==> src/rtl/mem_op_exec.sv <==
module mem_op_exec #(
  parameter int AW = 12,
  parameter int DW = 16
) (
  input  logic          clk,
  input  logic          rst_n,
  input  logic          start,
  input  logic [DW-1:0] instr,
  input  logic [DW-1:0] acc_in,
  input  logic          cy_in,
  input  logic [AW-1:0] pc_in,
  output logic [AW-1:0] mem_addr,
  output logic [DW-1:0] mem_wdata,
  output logic          mem_we,
  input  logic [DW-1:0] mem_rdata,
  output logic [DW-1:0] acc_q,
  output logic          cy_q,
  output logic [AW-1:0] pc_q,
  output logic          done
);
  localparam logic [2:0] OP_AND = 3'd0, OP_ADD = 3'd1, OP_LDA = 3'd2, OP_STA = 3'd3,
                         OP_BUN = 3'd4, OP_BSA = 3'd5, OP_ISZ = 3'd6, OP_NOP = 3'd7;
  localparam logic [DW-1:0] ALL_ONES = '1;

  typedef enum logic [2:0] {IDLE, PTR_W, PTR_U, OP_W, OP_U, WRITE, FIN} st_t;
  st_t st;

  logic [2:0]    op;
  logic [AW-1:0] ea;
  logic [DW-1:0] wd;

  function automatic st_t route(input logic [2:0] o);
    case (o)
      OP_AND, OP_ADD, OP_LDA, OP_ISZ: route = OP_W;
      OP_STA, OP_BSA:                 route = WRITE;
      default:                        route = FIN;
    endcase
  endfunction

  assign mem_addr  = ea;
  assign mem_wdata = wd;
  assign mem_we    = (st == WRITE);
  assign done      = (st == FIN);

  wire [2:0] new_op = instr[DW-2 -: 3];

  always_ff @(posedge clk) begin
    if (!rst_n) begin
      st    <= IDLE;
      op    <= OP_AND;
      ea    <= '0;
      wd    <= '0;
      acc_q <= '0;
      cy_q  <= 1'b0;
      pc_q  <= '0;
    end else begin
      case (st)
        IDLE: if (start) begin
          op    <= new_op;
          acc_q <= acc_in;
          cy_q  <= cy_in;
          pc_q  <= pc_in;
          ea    <= instr[AW-1:0];
          wd    <= (new_op == OP_BSA) ? {{(DW-AW){1'b0}}, pc_in} : acc_in;
          if (new_op == OP_NOP)
            st <= FIN;
          else if (instr[DW-1])
            st <= PTR_W;
          else begin
            if (new_op == OP_BUN) pc_q <= instr[AW-1:0];
            st <= route(new_op);
          end
        end
        PTR_W: st <= PTR_U;
        PTR_U: begin
          ea <= mem_rdata[AW-1:0];
          if (op == OP_BUN) pc_q <= mem_rdata[AW-1:0];
          st <= route(op);
        end
        OP_W: st <= OP_U;
        OP_U: begin
          case (op)
            OP_AND: acc_q <= acc_q & mem_rdata;
            OP_ADD: {cy_q, acc_q} <= {1'b0, acc_q} + {1'b0, mem_rdata};
            OP_LDA: acc_q <= mem_rdata;
            OP_ISZ: begin
              wd <= mem_rdata + 1'b1;
              if (mem_rdata == ALL_ONES) pc_q <= pc_q + 1'b1;
            end
            default: ;
          endcase
          st <= (op == OP_ISZ) ? WRITE : FIN;
        end
        WRITE: begin
          if (op == OP_BSA) pc_q <= ea + 1'b1;
          st <= FIN;
        end
        FIN: st <= IDLE;
        default: st <= IDLE;
      endcase
    end
  end
endmodule


==> config.mk <==
export PLATFORM = sky130hd
export DESIGN_NAME = mem_op_exec
export DESIGN_NICKNAME = d
export VERILOG_FILES = /design/src/rtl/mem_op_exec.sv
export SDC_FILE = /design/constraint.sdc
export NUM_CORES = 1
export LEC_CHECK = 0
export BUFFER_PORTS_ARGS = -buffer_cell sky130_fd_sc_hd__buf_2
export CORE_UTILIZATION = 55
export CTS_BUF_LIST = sky130_fd_sc_hd__clkbuf_16
export CTS_CLUSTER_SIZE = 28
export DETAILED_ROUTE_END_ITERATION = 6
export PLACE_DENSITY = 0.79
export SETUP_SLACK_MARGIN = 0.05
export SYNTH_ARGS = -nofsm -noshare
export SYNTH_HDL_FRONTEND = slang
export SYNTH_SLANG_ARGS = --single-unit
==> constraint.sdc <==
create_clock -name clk -period 6.55 [get_ports clk]
set_clock_uncertainty 0.2 [all_clocks]
set_input_delay 0.9825 -clock clk [delete_from_list [all_inputs] [get_ports clk]]
set_output_delay 0.9825 -clock clk [all_outputs]
set_load 0.03 [all_outputs]
==> flow_metrics.tcl <==
set metrics [dict create \
    outcome "finished, violations left" \
    violations "design-rule violations" \
    worstMarginPinSlew_ps 1153 \
    peakVddDrop_uv 289.7 \
    hold_class "reg2reg" \
    grt_pass1_vias 5084 \
    cts_hold_buf 0 \
    grt_pass1_wl_um 26880 \
    hold_slack_ps 260.3 \
    numCtsBuffers 9 \
    syn2layout_area_growth_pct 16.50 \
    die-width_um 98.11 \
    drt-total-wl_um 17140 \
    seq_area_frac_synth_pct 24.83 \
    insertion_delay_ps 340 \
    clock-root-buffer "clkbuf_16" \
    ys_warn_count 0 \
    gp_congestion 0.9306 \
    synth_edf_count 0 \
    grt_overflow_total 0 \
    finalCritPeriodShare_pct 60.97 \
    rows 34 \
    setup_tns_ps 0 \
    fin_util_pct 66.88 \
    max_freq_mhz 250.4 \
    rsz0062_at_grt "false" \
    hold_violations 0 \
    netlist_area_sq_um 5080 \
    cp.required_ps 6560 \
    first_pass_iters 7 \
    dieHeight_um 98.11 \
    period_minus_slack_ps 3994 \
    critPathLaunchType "register" \
    fillers 782 \
    p_leak_nw 2.835 \
    critical_path_peak_fanout 30 \
    ys_types 73 \
    critPathKind "reg2reg" \
    layout.nets 821 \
    clock_sinks 63 \
    track_usage_pct 35.53 \
    dr.first_iter.drc_count 503 \
    boundaryPins 123 \
    grt_max_degree 66 \
    ys_seq_elements 63 \
    slew_headroom_pct 23.11 \
    portBuffers 122 \
    core-area_sq_um 8848 \
    worstSetupEndpointType "register" \
    vias 5646 \
    clock_path_buffers 2 \
    antenna_found_initial 0 \
    drv_cap 0 \
    synth_ff_type "dfxtp_1" \
    slew_viol_final 0 \
    avgRoutedWirePerCell_um 20.14 \
    setup_viol 0 \
    postCtsSetupBuffers 0 \
    arrival_ps 4010 \
    cts_tree "yes" \
    synthArstFlopShare_pct 0 \
    post_cts_resized 0 \
    syn_nets 735 \
    netlist_instances 652 \
    num_antenna_cells 0 \
    path_clk_slew_ps 60 \
    pwr_density_cell_nw_per_um2 461.2 \
    start_util_pct 57.41 \
    dp_hpwl_um 12530 \
    drc 9 \
    viasPerCell 6.635 \
    dieArea_sq_um 9625 \
    h-tree-depth 3 \
    syn_area_per_cell_sq_um 7.791 \
    ant_nets 0 \
    drive_above_1_share_pct 21.67 \
]
## stage by stage
step | cells | cell area [sq um] | setup slack, ps | power (mW)
2_1_floorplan | 652 | 5080 | 3542 | 1.825
3_3_place_gp | 835 | 5620 | 2814 | 2.174
3_5_place_dp | 835 | 5620 | 2687 | 2.209
4_1_cts | 851 | 5918 | 2666 | 2.699
5_1_grt | 851 | 5918 | 2336 | 2.876
6_report | 851 | 5918 | 2556 | 2.729
## worst max-delay path, stage by stage, from the launching register on
cell and delay, ps:
dfxtp_1 830, nor3_1 210, nand2_1 710, nand2_1 850, o21ai_0 600, a21oi_1 70, or3_1 400
## placed cells by master, fill, tap and decap left out, drive strengths merged, types with 18 or more instances in the layout
cell,netlist,final
o211ai,20,20
a21oi,35,35
dfxtp,63,63
mux2i,39,39
o211a,23,23
o21ai,36,36
nand2,102,102
nor2,41,41
ha,18,18
nand3,34,34
buf,21,124
xnor2,22,22
## cell usage after synthesis, drive strengths merged, types with 5 or more instances
| cell type | count | area (sq um) |
|---|---|---|
| a221oi | 14 | 128.9 |
| or3 | 7 | 45.05 |
| nand3 | 34 | 170.2 |
| nor2 | 41 | 161.4 |
| a21oi | 35 | 175.2 |
| inv | 12 | 45.04 |
| nand2b | 8 | 50.05 |
| a31oi | 8 | 56.30 |
| a21boi | 15 | 112.6 |
| and2 | 5 | 31.28 |
| nand2 | 102 | 385.4 |
| o211a | 23 | 230.2 |
| buf | 21 | 111.4 |
| xor2 | 12 | 105.1 |
| o22ai | 5 | 31.28 |
| o21a | 5 | 37.54 |
| a21o | 7 | 53.80 |
| dfxtp | 63 | 1261 |
| a221o | 5 | 50.05 |
| nor3 | 5 | 25.02 |
| clkbuf | 28 | 108.9 |
| xnor2 | 22 | 192.7 |
| o211ai | 20 | 150.1 |
| o21ai | 36 | 183.9 |
| ha | 18 | 225.2 |
| mux2i | 39 | 402.9 |
| o221ai | 5 | 43.79 |
| nand4 | 6 | 37.54 |
## sequential cells by signal (all words and copies together) (netlist names)
name / flops
acc_q: 16
cy_q: 1
mem_addr: 12
mem_wdata: 16
op: 3
pc_q: 12
st: 3
## path summary, 6_finish.rpt
kind	from	endpoint	slack, ps	cells after the start
setup / recovery	st[0]$_SDFFE_PN0N_	acc_q[14]$_SDFFE_PN0P_	2560	6
hold / removal	mem_wdata[11]$_SDFFE_PN0P_	mem_wdata[11]$_SDFFE_PN0P_	260	2
setup reg to reg	st[0]$_SDFFE_PN0N_	acc_q[14]$_SDFFE_PN0P_	2560	6
hold reg to reg	mem_wdata[11]$_SDFFE_PN0P_	mem_wdata[11]$_SDFFE_PN0P_	260	2
## cells by family after synthesis
kind of cell | Yosys count | share of synthesized area, %
AOI/OAI and AO/OA | 204 | 29.04
xor gates and xnor gates | 34 | 5.862
adders and majority gates | 19 | 4.828
buffers and inverters | 61 | 5.222
DFF | 63 | 24.83
muxes | 41 | 8.448
and+or+nand+nor | 230 | 21.77
## area by class of cell
class | instances | area, sq um | area share [%]
Multi-Input combinational cell | 528 | 3553 | 60.04
Sequential cell | 63 | 1261 | 21.31
Timing Repair Buffer | 124 | 625.6 | 10.57
Tap cell | 108 | 135.1 | 2.283
Clock buffer | 9 | 225.2 | 3.805
Inverter | 12 | 45.04 | 0.7611
Clock inverter | 7 | 72.57 | 1.226
## per-layer routing
metal,routed length (um),global-route usage (%)
met1,6918,46.13
met3,1684,4.796
met5,0,0
met4,444,12.94
met2,8093,60.08
## report_power, final
| group | switching [mW] | leakage (nW) | internal, mW |
|---|---|---|---|
| Combinational | 1.01 | 2.17 | 0.527 |
| Clock | 0.194 | 0.142 | 0.295 |
| Sequential | 0.171 | 0.520 | 0.531 |
Power figures use the tool's default switching activity.
